### config.mk
export PLATFORM = sky130hd
export DESIGN_NAME = xp_switch
export DESIGN_NICKNAME = d
export VERILOG_FILES = /design/src/rtl/xp_pkg.sv /design/src/rtl/xp_cfg_bank.sv /design/src/rtl/xp_port_cell.sv /design/src/rtl/xp_switch.sv
export SDC_FILE = /design/constraint.sdc
export NUM_CORES = 1
export LEC_CHECK = 0
export BUFFER_PORTS_ARGS = -buffer_cell sky130_fd_sc_hd__buf_2
export CAP_MARGIN = 10
export CORE_MARGIN = 10
export CORE_UTILIZATION = 55
export CTS_BUF_LIST = sky130_fd_sc_hd__clkbuf_16
export DETAILED_ROUTE_END_ITERATION = 10
export PLACE_DENSITY = 0.76
export SLEW_MARGIN = 20
export SYNTH_ARGS = -nofsm -noshare
export SYNTH_HDL_FRONTEND = slang
export SYNTH_SLANG_ARGS = --single-unit
export TNS_END_PERCENT = 5
### constraint.sdc
create_clock -name clk -period 2.3 [get_ports clk]
set_input_delay 0.23 -clock clk [delete_from_list [all_inputs] [get_ports clk]]
set_output_delay 0.23 -clock clk [all_outputs]
set_load 0.1 [all_outputs]
### src/rtl/xp_pkg.sv
package xp_pkg;

  typedef enum logic [1:0] {
    PM_IN    = 2'd0,
    PM_OUT   = 2'd1,
    PM_BIDIR = 2'd2,
    PM_RPT   = 2'd3
  } pmode_t;

  // Control part of a port word; the source index sits below it.
  typedef struct packed {
    logic [1:0] clk_sel;
    logic       oen_sel;
    logic       ien_sel;
    logic       inv;
    logic       regd;
    pmode_t     mode;
  } ctl_t;

  localparam int CTL_W = $bits(ctl_t);

  function automatic logic takes_input(pmode_t m);
    return (m == PM_IN) || (m == PM_BIDIR);
  endfunction

  function automatic logic drives_pad(pmode_t m);
    return m != PM_IN;
  endfunction

endpackage

### src/rtl/xp_cfg_bank.sv
module xp_cfg_bank #(
  parameter int NPORTS = 8,
  parameter int WORD_W = 11,
  localparam int SEL_W = (NPORTS > 1) ? $clog2(NPORTS) : 1
) (
  input  logic                     clk,
  input  logic                     rst,
  input  logic                     we,
  input  logic [SEL_W-1:0]         waddr,
  input  logic [WORD_W-1:0]        wdata,
  input  logic                     upd,
  output logic [NPORTS*WORD_W-1:0] shadow_flat,
  output logic [NPORTS*WORD_W-1:0] active_flat
);

  logic [WORD_W-1:0] shadow_q [NPORTS];
  logic [WORD_W-1:0] active_q [NPORTS];

  always_ff @(posedge clk) begin
    if (rst) begin
      for (int i = 0; i < NPORTS; i++) begin
        shadow_q[i] <= '0;
        active_q[i] <= '0;
      end
    end else begin
      if (upd) active_q <= shadow_q;
      if (we && int'(waddr) < NPORTS) shadow_q[waddr] <= wdata;
    end
  end

  for (genvar g = 0; g < NPORTS; g++) begin : g_flat
    assign shadow_flat[g*WORD_W +: WORD_W] = shadow_q[g];
    assign active_flat[g*WORD_W +: WORD_W] = active_q[g];
  end

endmodule

### src/rtl/xp_port_cell.sv
module xp_port_cell
  import xp_pkg::*;
#(
  parameter int NPORTS = 8,
  parameter int IDX    = 0,
  localparam int SEL_W  = (NPORTS > 1) ? $clog2(NPORTS) : 1,
  localparam int WORD_W = SEL_W + CTL_W
) (
  input  logic              clk,
  input  logic              rst,
  input  logic [WORD_W-1:0] cfg,
  input  logic [NPORTS-1:0] src_vec,
  input  logic [1:0]        oen,
  input  logic [1:0]        strb,
  input  logic              nbr,
  output logic              pad_out,
  output logic              pad_oe
);

  ctl_t             ctl;
  logic [SEL_W-1:0] src;
  logic             raw;
  logic             tick;
  logic             q;
  logic             data;

  assign ctl = ctl_t'(cfg[WORD_W-1:SEL_W]);
  assign src = cfg[SEL_W-1:0];

  // Self-selection yields 0 so a bidirectional pad cannot feed itself.
  always_comb begin
    raw = 1'b0;
    if (int'(src) != IDX && int'(src) < NPORTS) raw = src_vec[src];
  end

  always_comb begin
    case (ctl.clk_sel)
      2'd0:    tick = strb[0];
      2'd1:    tick = strb[1];
      2'd2:    tick = nbr;
      default: tick = 1'b0;
    endcase
  end

  always_ff @(posedge clk) begin
    if (rst)       q <= 1'b0;
    else if (tick) q <= raw;
  end

  assign data = ctl.regd ? q : (raw ^ ctl.inv);

  always_comb begin
    case (ctl.mode)
      PM_IN:   pad_oe = 1'b0;
      PM_RPT:  pad_oe = 1'b1;
      default: pad_oe = oen[ctl.oen_sel];
    endcase
  end

  assign pad_out = drives_pad(ctl.mode) ? data : 1'b0;

endmodule

### src/rtl/xp_switch.sv
module xp_switch
  import xp_pkg::*;
#(
  parameter int NPORTS = 8,
  localparam int SEL_W  = (NPORTS > 1) ? $clog2(NPORTS) : 1,
  localparam int WORD_W = SEL_W + CTL_W
) (
  input  logic              clk,
  input  logic              rst,
  input  logic              cfg_we,
  input  logic [SEL_W-1:0]  cfg_addr,
  input  logic [WORD_W-1:0] cfg_wdata,
  input  logic              cfg_upd,
  input  logic              cfg_rd_active,
  output logic [WORD_W-1:0] cfg_rdata,
  input  logic [1:0]        in_en,
  input  logic [1:0]        out_en,
  input  logic [1:0]        gstrb,
  input  logic [NPORTS-1:0] pad_in,
  output logic [NPORTS-1:0] pad_out,
  output logic [NPORTS-1:0] pad_oe
);

  logic [NPORTS*WORD_W-1:0] shadow_flat;
  logic [NPORTS*WORD_W-1:0] active_flat;
  logic [NPORTS-1:0]        src_vec;

  xp_cfg_bank #(.NPORTS(NPORTS), .WORD_W(WORD_W)) u_bank (
    .clk         (clk),
    .rst         (rst),
    .we          (cfg_we),
    .waddr       (cfg_addr),
    .wdata       (cfg_wdata),
    .upd         (cfg_upd),
    .shadow_flat (shadow_flat),
    .active_flat (active_flat)
  );

  always_comb begin
    cfg_rdata = '0;
    if (int'(cfg_addr) < NPORTS)
      cfg_rdata = cfg_rd_active ? active_flat[int'(cfg_addr)*WORD_W +: WORD_W]
                                : shadow_flat[int'(cfg_addr)*WORD_W +: WORD_W];
  end

  for (genvar j = 0; j < NPORTS; j++) begin : g_port
    ctl_t ctl_j;
    assign ctl_j = ctl_t'(active_flat[j*WORD_W+SEL_W +: CTL_W]);
    assign src_vec[j] = takes_input(ctl_j.mode) && in_en[ctl_j.ien_sel] && pad_in[j];

    xp_port_cell #(.NPORTS(NPORTS), .IDX(j)) u_cell (
      .clk     (clk),
      .rst     (rst),
      .cfg     (active_flat[j*WORD_W +: WORD_W]),
      .src_vec (src_vec),
      .oen     (out_en),
      .strb    (gstrb),
      .nbr     (pad_in[(j+1) % NPORTS]),
      .pad_out (pad_out[j]),
      .pad_oe  (pad_oe[j])
    );
  end

endmodule

==> flow_summary.yaml, run 1 <==
run_status:
  status: "finished with violations"
  violations: "setup timing"
setup_path:
  critPathMaxFanout: 4
  crit_slowest_cell: "o311a_1"
  cp.depth: 9
  cp.required_ns: 2.07
  critPathLaunch: "u_bank.active_flat[80]"
  crit_type: "flip-flop to primary output"
  crit_arrival_ns: 2.71
  end_kind: "primary output"
  rr_worst_depth: 9
  cp-start-kind: "flip-flop"
  critPathBufInv: 3
  crit_chain: "inv_1 -> ha_2 -> o21ai_4 -> nor3_2 -> o31a_1 -> o311a_1 -> a2111oi_2 -> buf_4 -> buf_12"
  r2r-start: "u_bank.active_flat[25]"
  worst_path_largest_cell_delay_ns: 0.37
  cp_top_family: "compound AO/OA/AOI/OAI gates"
global_route:
  grt_pass1_vias: 8582
  grtUsageTotal_pct: 26.1
  grt_max_degree: 89
  grt_pass1_wl_um: 48700
  overflow: 0
  antenna_found_initial: 2
synthesis:
  synth_edf_count: 0
  synth-simple-area-share_pct: 17.9
  synth.most_common_cell: "nand2_1"
  synth_top_area_share_pct: 37.9
  synth_area_per_cell_um2: 9.05
  ys_top_cells_by_count: "192 x nand2_1, 184 x dfxtp_1, 122 x nor2_1"
  synth_mux_area_share_pct: 24.4
  synth_compound_area_share_pct: 10.6
  ys_dominant_reg_cell: "dfxtp_1"
  yosysTopAreaCell: "dfxtp_1"
  synth_nets: 1132
  yosys.area_share.adder_pct: 3.09
  ys_types: 49
  yosysWarnings: 0
  synth_top_family_by_area: "multiplexers"
  synth_xor_area_share_pct: 0
  synth_cells: 1075
  ys_seq_elements: 184
  synth.area.top_cells: "dfxtp_1 38%, mux4_2 13%, mux2i_1 11%, nand2_1 7.4%, a21oi_1 5.2%"
  netlist_area_um2: 9730
  async_reset_ff_share_pct: 0
  synth-seq-area-share_pct: 37.9
placed_design:
  place_congestion: 0.964
  port_buffers: 59
  place_hpwl_um: 21700
  dpl_cell_area_um2: 10900
final_layout:
  final_cell_area_um2: 12000
  num_antenna_cells: 0
  nNetsFinal: 1217
  drive_above_1_share_pct: 27.9
  area_delta_synth_final_pct: 23.3
floorplanning:
  die_w_um: 153
  fp.dieArea_um2: 23400
  initial_core_util_pct: 56.2
  num_rows: 48
  die_y_um: 153
  ios: 60
  core_area_um2: 17300
clock_network:
  clk_pin_slew_ns: 0.07
  clock-sinks: 184
  clk_path_buf_depth: 2
  cts_tree: "built"
  h-tree-depth: 4
  cts_buffers: 17
  clock_latency_ns: 0.44
  clockRootBuffer: "clkbuf_16"
  cts_hold_buf: 0
timing:
  rsz0062_at_grt: "true"
  finalCriticalPeriod_ns: 2.94
  whs_ns: 0.158
  tightest_slew_ns: 1.18
  hold_viol: 0
  relSlewSlack_pct: 21.3
  fin_skew_ns: 0.00755
  drv_slew: 0
  timing.final.crit_share_pct: 128
  max_freq_mhz: 340
  fin_ws_ns: -0.637
  finalSetupViolations: 16
hold_path:
  hold_path_depth: 3
  hp-start: "cfg_wdata[1]"
  min_path_type: "input port to flip-flop"
drt:
  drtIter0Drc: 1010
  post-route-drc-count: 0
  wl_per_cell_um: 22.5
  vias: 8834
  vias_per_cell: 6.32
  dr.pass1.iters: 8
  routed_wl_um: 31500
  ant_nets: 0
power:
  p_per_area_nw_per_um2: 590
  vdd_drop_max_uv: 721
  leakagePower_uw: 0.00459
job:
  maxCapViolations: 0
-- cells by family after synthesis --
group / Yosys count
mux: 167
fa+ha+maj: 24
flops: 184
simple gates: 400
compound gates: 164
buf+inv: 136
-- worst min-delay path, delay by kind of cell --
kind                   cells  cell delay, ns
buffers and inverters      1            0.18
and+or+nand+nor            1            0.08
AOI/OAI and AO/OA          1            0.05
-- per-layer routing --
metal  track usage (%)  share of wire [%]  vias to the layer above
li1                  -                  -                     3923
met2              41.1                 47                      531
met4              13.5                4.9                        4
met1              32.2                 38                     4261
met5                 0              0.086                        -
met3              6.90                9.9                      115
-- area by class of cell --
cell class | instances | area [µm²]
inverter | 38 | 143
sequential | 184 | 3710
multi-input combinational | 755 | 5760
tap | 225 | 282
timing repair buffer | 164 | 1530
clock inverter | 15 | 151
fill | 1278 | 5300
clock buffer | 17 | 425
-- flip-flops by register name (all words and copies together), names as in the netlist --
name                count
g_port.u_cell.q         8
u_bank.active_flat     88
u_bank.shadow_flat     88
-- where the power goes --
part           internal (µW)  switching, µW
combinational            335            528
clock                   1600           1320
sequential              3240           47.9
-- cells in the final DEF, fill, tap and decap left out, drive strengths merged, types with 10 or more instances in the layout --
cell type | Yosys | routed
nor4b | 12 | 12
buf | 40 | 164
o21ai | 10 | 10
mux4 | 55 | 55
mux2i | 110 | 110
nand3 | 10 | 10
ha | 24 | 24
clkbuf | 58 | 17
a21oi | 102 | 102
inv | 38 | 41
nor3 | 12 | 12
dfxtp | 184 | 184
nor2 | 122 | 122
nand2 | 192 | 192
nor4 | 12 | 12
-- path summary, 6_finish.rpt --
| kind | endpoint | slack [ns] |
|---|---|---|
| setup / recovery | pad_out[4] | -0.64 |
| hold / removal | u_bank.shadow_flat[12] | 0.16 |
| setup reg to reg | g_port[0].u_cell.q | 0.09 |
| hold reg to reg | u_bank.shadow_flat[56] | 0.47 |
-- stage by stage --
stage | TNS, ns | util, % | setup slack (ns) | instances | total power, µW
6_report | -5.20 | 69.4 | -0.637 | 1398 | 7080
5_1_grt | -6.00 | 69.4 | -0.694 | 1398 | 7250
4_1_cts | -4.97 | 68.6 | -0.608 | 1397 | 7040
3_5_place_dp | -2.92 | 63.2 | -0.431 | 1359 | 4150
3_3_place_gp | -2.61 | 63.2 | -0.404 | 1359 | 4130
2_1_floorplan | -0.0972 | - | -0.0288 | 1075 | 3840
-- repair_timing --
item,4_1_cts,5_1_grt
endpoints found under the setup margin,20,19
gates resized for setup,77,27
pin swaps,26,7
setup buffers,6,1
Power figures use the tool's default switching activity.
==> inputs of run 2 (changes only) <==
--- a/config.mk
+++ b/config.mk
@@ -7,11 +7,13 @@
 export LEC_CHECK = 0
 export BUFFER_PORTS_ARGS = -buffer_cell sky130_fd_sc_hd__buf_2
 export CAP_MARGIN = 10
+export CELL_PAD_IN_SITES_DETAIL_PLACEMENT = 0
+export CELL_PAD_IN_SITES_GLOBAL_PLACEMENT = 2
 export CORE_MARGIN = 10
-export CORE_UTILIZATION = 55
+export CORE_UTILIZATION = 35
 export CTS_BUF_LIST = sky130_fd_sc_hd__clkbuf_16
 export DETAILED_ROUTE_END_ITERATION = 10
-export PLACE_DENSITY = 0.76
+export PLACE_DENSITY_LB_ADDON = 0.1
 export SLEW_MARGIN = 20
 export SYNTH_ARGS = -nofsm -noshare
 export SYNTH_HDL_FRONTEND = slang
==> flow_summary.yaml, run 2 (synthesis results as in run 1) <==
run_status:
  status: "finished with violations"
  violations: "setup timing"
setup_path:
  r2r-start: "u_bank.active_flat[59]"
  worst_path_largest_cell_delay_ns: 0.37
  rr_worst_depth: 10
  crit_slowest_cell: "o311a_1"
  r2r_end: "g_port[0].u_cell.q"
  critPathLaunch: "u_bank.active_flat[70]"
  cp.required_ns: 2.07
  r2r_slack_ns: 0.21
  critPathMaxFanout: 4
  crit_end: "pad_out[5]"
  cp-start-kind: "flip-flop"
  crit_arrival_ns: 2.72
  crit_chain: "inv_2 -> ha_4 -> o21ai_4 -> nor4b_2 -> o31a_1 -> o311a_1 -> a2111oi_4 -> buf_4 -> buf_12"
  end_kind: "primary output"
  crit_type: "flip-flop to primary output"
clock_network:
  clock-sinks: 184
  clockRootBuffer: "clkbuf_16"
  h-tree-depth: 4
  cts_buffers: 17
  clk_path_buf_depth: 2
  clk_pin_slew_ns: 0.08
  cts_tree: "built"
  clock_latency_ns: 0.44
final_layout:
  multi_input_area_um2: 5720
  drive_above_1_share_pct: 28.1
  mostFrequentLayoutCell: "nand2_1"
  regArea_um2: 3710
  area_delta_synth_final_pct: 25.7
  final_cell_mix: "191 x nand2_1, 164 x dfxtp_1, 121 x nor2_1"
  nNetsFinal: 1229
  fin_util_pct: 45.0
  fillCellCount: 2678
timing:
  fin_skew_ns: 0.0168
  rsz0062_at_grt: "true"
  drv_slew: 0
  finalCriticalPeriod_ns: 2.95
  finalSetupViolations: 17
  tns_ns: -4.90
  fin_ws_ns: -0.646
  relSlewSlack_pct: 29.1
  tightest_slew_ns: 1.06
  max_freq_mhz: 339
  hold_viol: 0
  timing.final.crit_share_pct: 128
power:
  p_per_area_nw_per_um2: 586
  power.total_uw: 7170
  vdd_drop_max_uv: 446
  leakagePower_uw: 0.00465
drt:
  dr.pass1.iters: 5
  vias: 8295
  wl_per_cell_um: 23.3
  vias_per_cell: 5.33
  ant_nets: 0
  drtIter0Drc: 496
  post-route-drc-count: 0
  routed_wl_um: 36300
global_route:
  grt_pass1_vias: 8093
  grt_pass1_wl_um: 53500
  grtUsageTotal_pct: 20.3
  antenna_found_initial: 3
  grt_max_degree: 60
  overflow: 0
floorplanning:
  die_w_um: 187
  num_rows: 60
  core_area_um2: 27200
  ios: 60
  die_y_um: 187
  initial_core_util_pct: 35.8
  fp.dieArea_um2: 34900
placed_design:
  place_congestion: 0.840
  port_buffers: 59
  place_hpwl_um: 25800
  pre_cts_ws_ns: -0.333
job:
  maxCapViolations: 0
hold_path:
  hp-start: "rst"
  min_path_type: "input port to flip-flop"
## run 2: stage by stage
stage          area [µm²]  hold WS (ns)  std cells
3_5_place_dp        11300         0.462       1519
6_report            12200         0.170       1556
3_3_place_gp        11300         0.458       1519
2_1_floorplan        9810         0.446       1075
5_1_grt             12200         0.160       1555
4_1_cts             12100         0.149       1553
## run 2: routing by layer
| metal | vias to the layer above | wire [µm] | GRT usage (%) |
|---|---|---|---|
| met5 | - | 31 | 0 |
| met4 | 4 | 986 | 6.98 |
| met1 | 4086 | 16200 | 26.5 |
| li1 | 3952 | - | - |
| met2 | 212 | 17200 | 33.0 |
| met3 | 41 | 1820 | 3.82 |
## run 2: worst min-delay path by stage
| stage | cells past startpoint | end | slack [ns] |
|---|---|---|---|
| floorplan | 2 | u_bank.shadow_flat[77] | 0.45 |
| global placement | 2 | u_bank.shadow_flat[9] | 0.46 |
| detailed placement | 2 | u_bank.shadow_flat[77] | 0.46 |
| CTS | 2 | u_bank.active_flat[16] | 0.15 |
| global route | 2 | u_bank.active_flat[73] | 0.16 |
| finish | 2 | u_bank.active_flat[73] | 0.17 |
## run 2: worst max-delay path: cells and delay by family, from the launching register on
| family | cells | cell delay, ns |
|---|---|---|
| DFF | 1 | 0.36 |
| and+or+nand+nor | 1 | 0.08 |
| buffers and inverters | 3 | 0.39 |
| adders and majority gates | 1 | 0.16 |
| AOI/OAI and AO/OA | 4 | 1.29 |
## run 2: cell type report
type	instances	area share (%)
multi-input cells	755	46.8
diodes	1	0.0205
well taps	372	3.81
repair buffers	176	13.2
clock inverters	13	1.20
clock buffers	17	3.48
inverters	38	1.17
flip-flops and latches	184	30.3
## run 2: where the power goes
part,internal [µW],total [µW],switching (µW)
clock,1610,2980,1370
sequential,3240,3290,47.8
combinational,345,900,555
total,5190,7170,1980
## run 2: repair_timing
action / 4_1_cts / 5_1_grt
hold buffers: 0 / 0
pin swaps: 14 / 14
endpoints found under the setup margin: 20 / 19
gates resized for setup: 63 / 24
setup buffers: 4 / 2
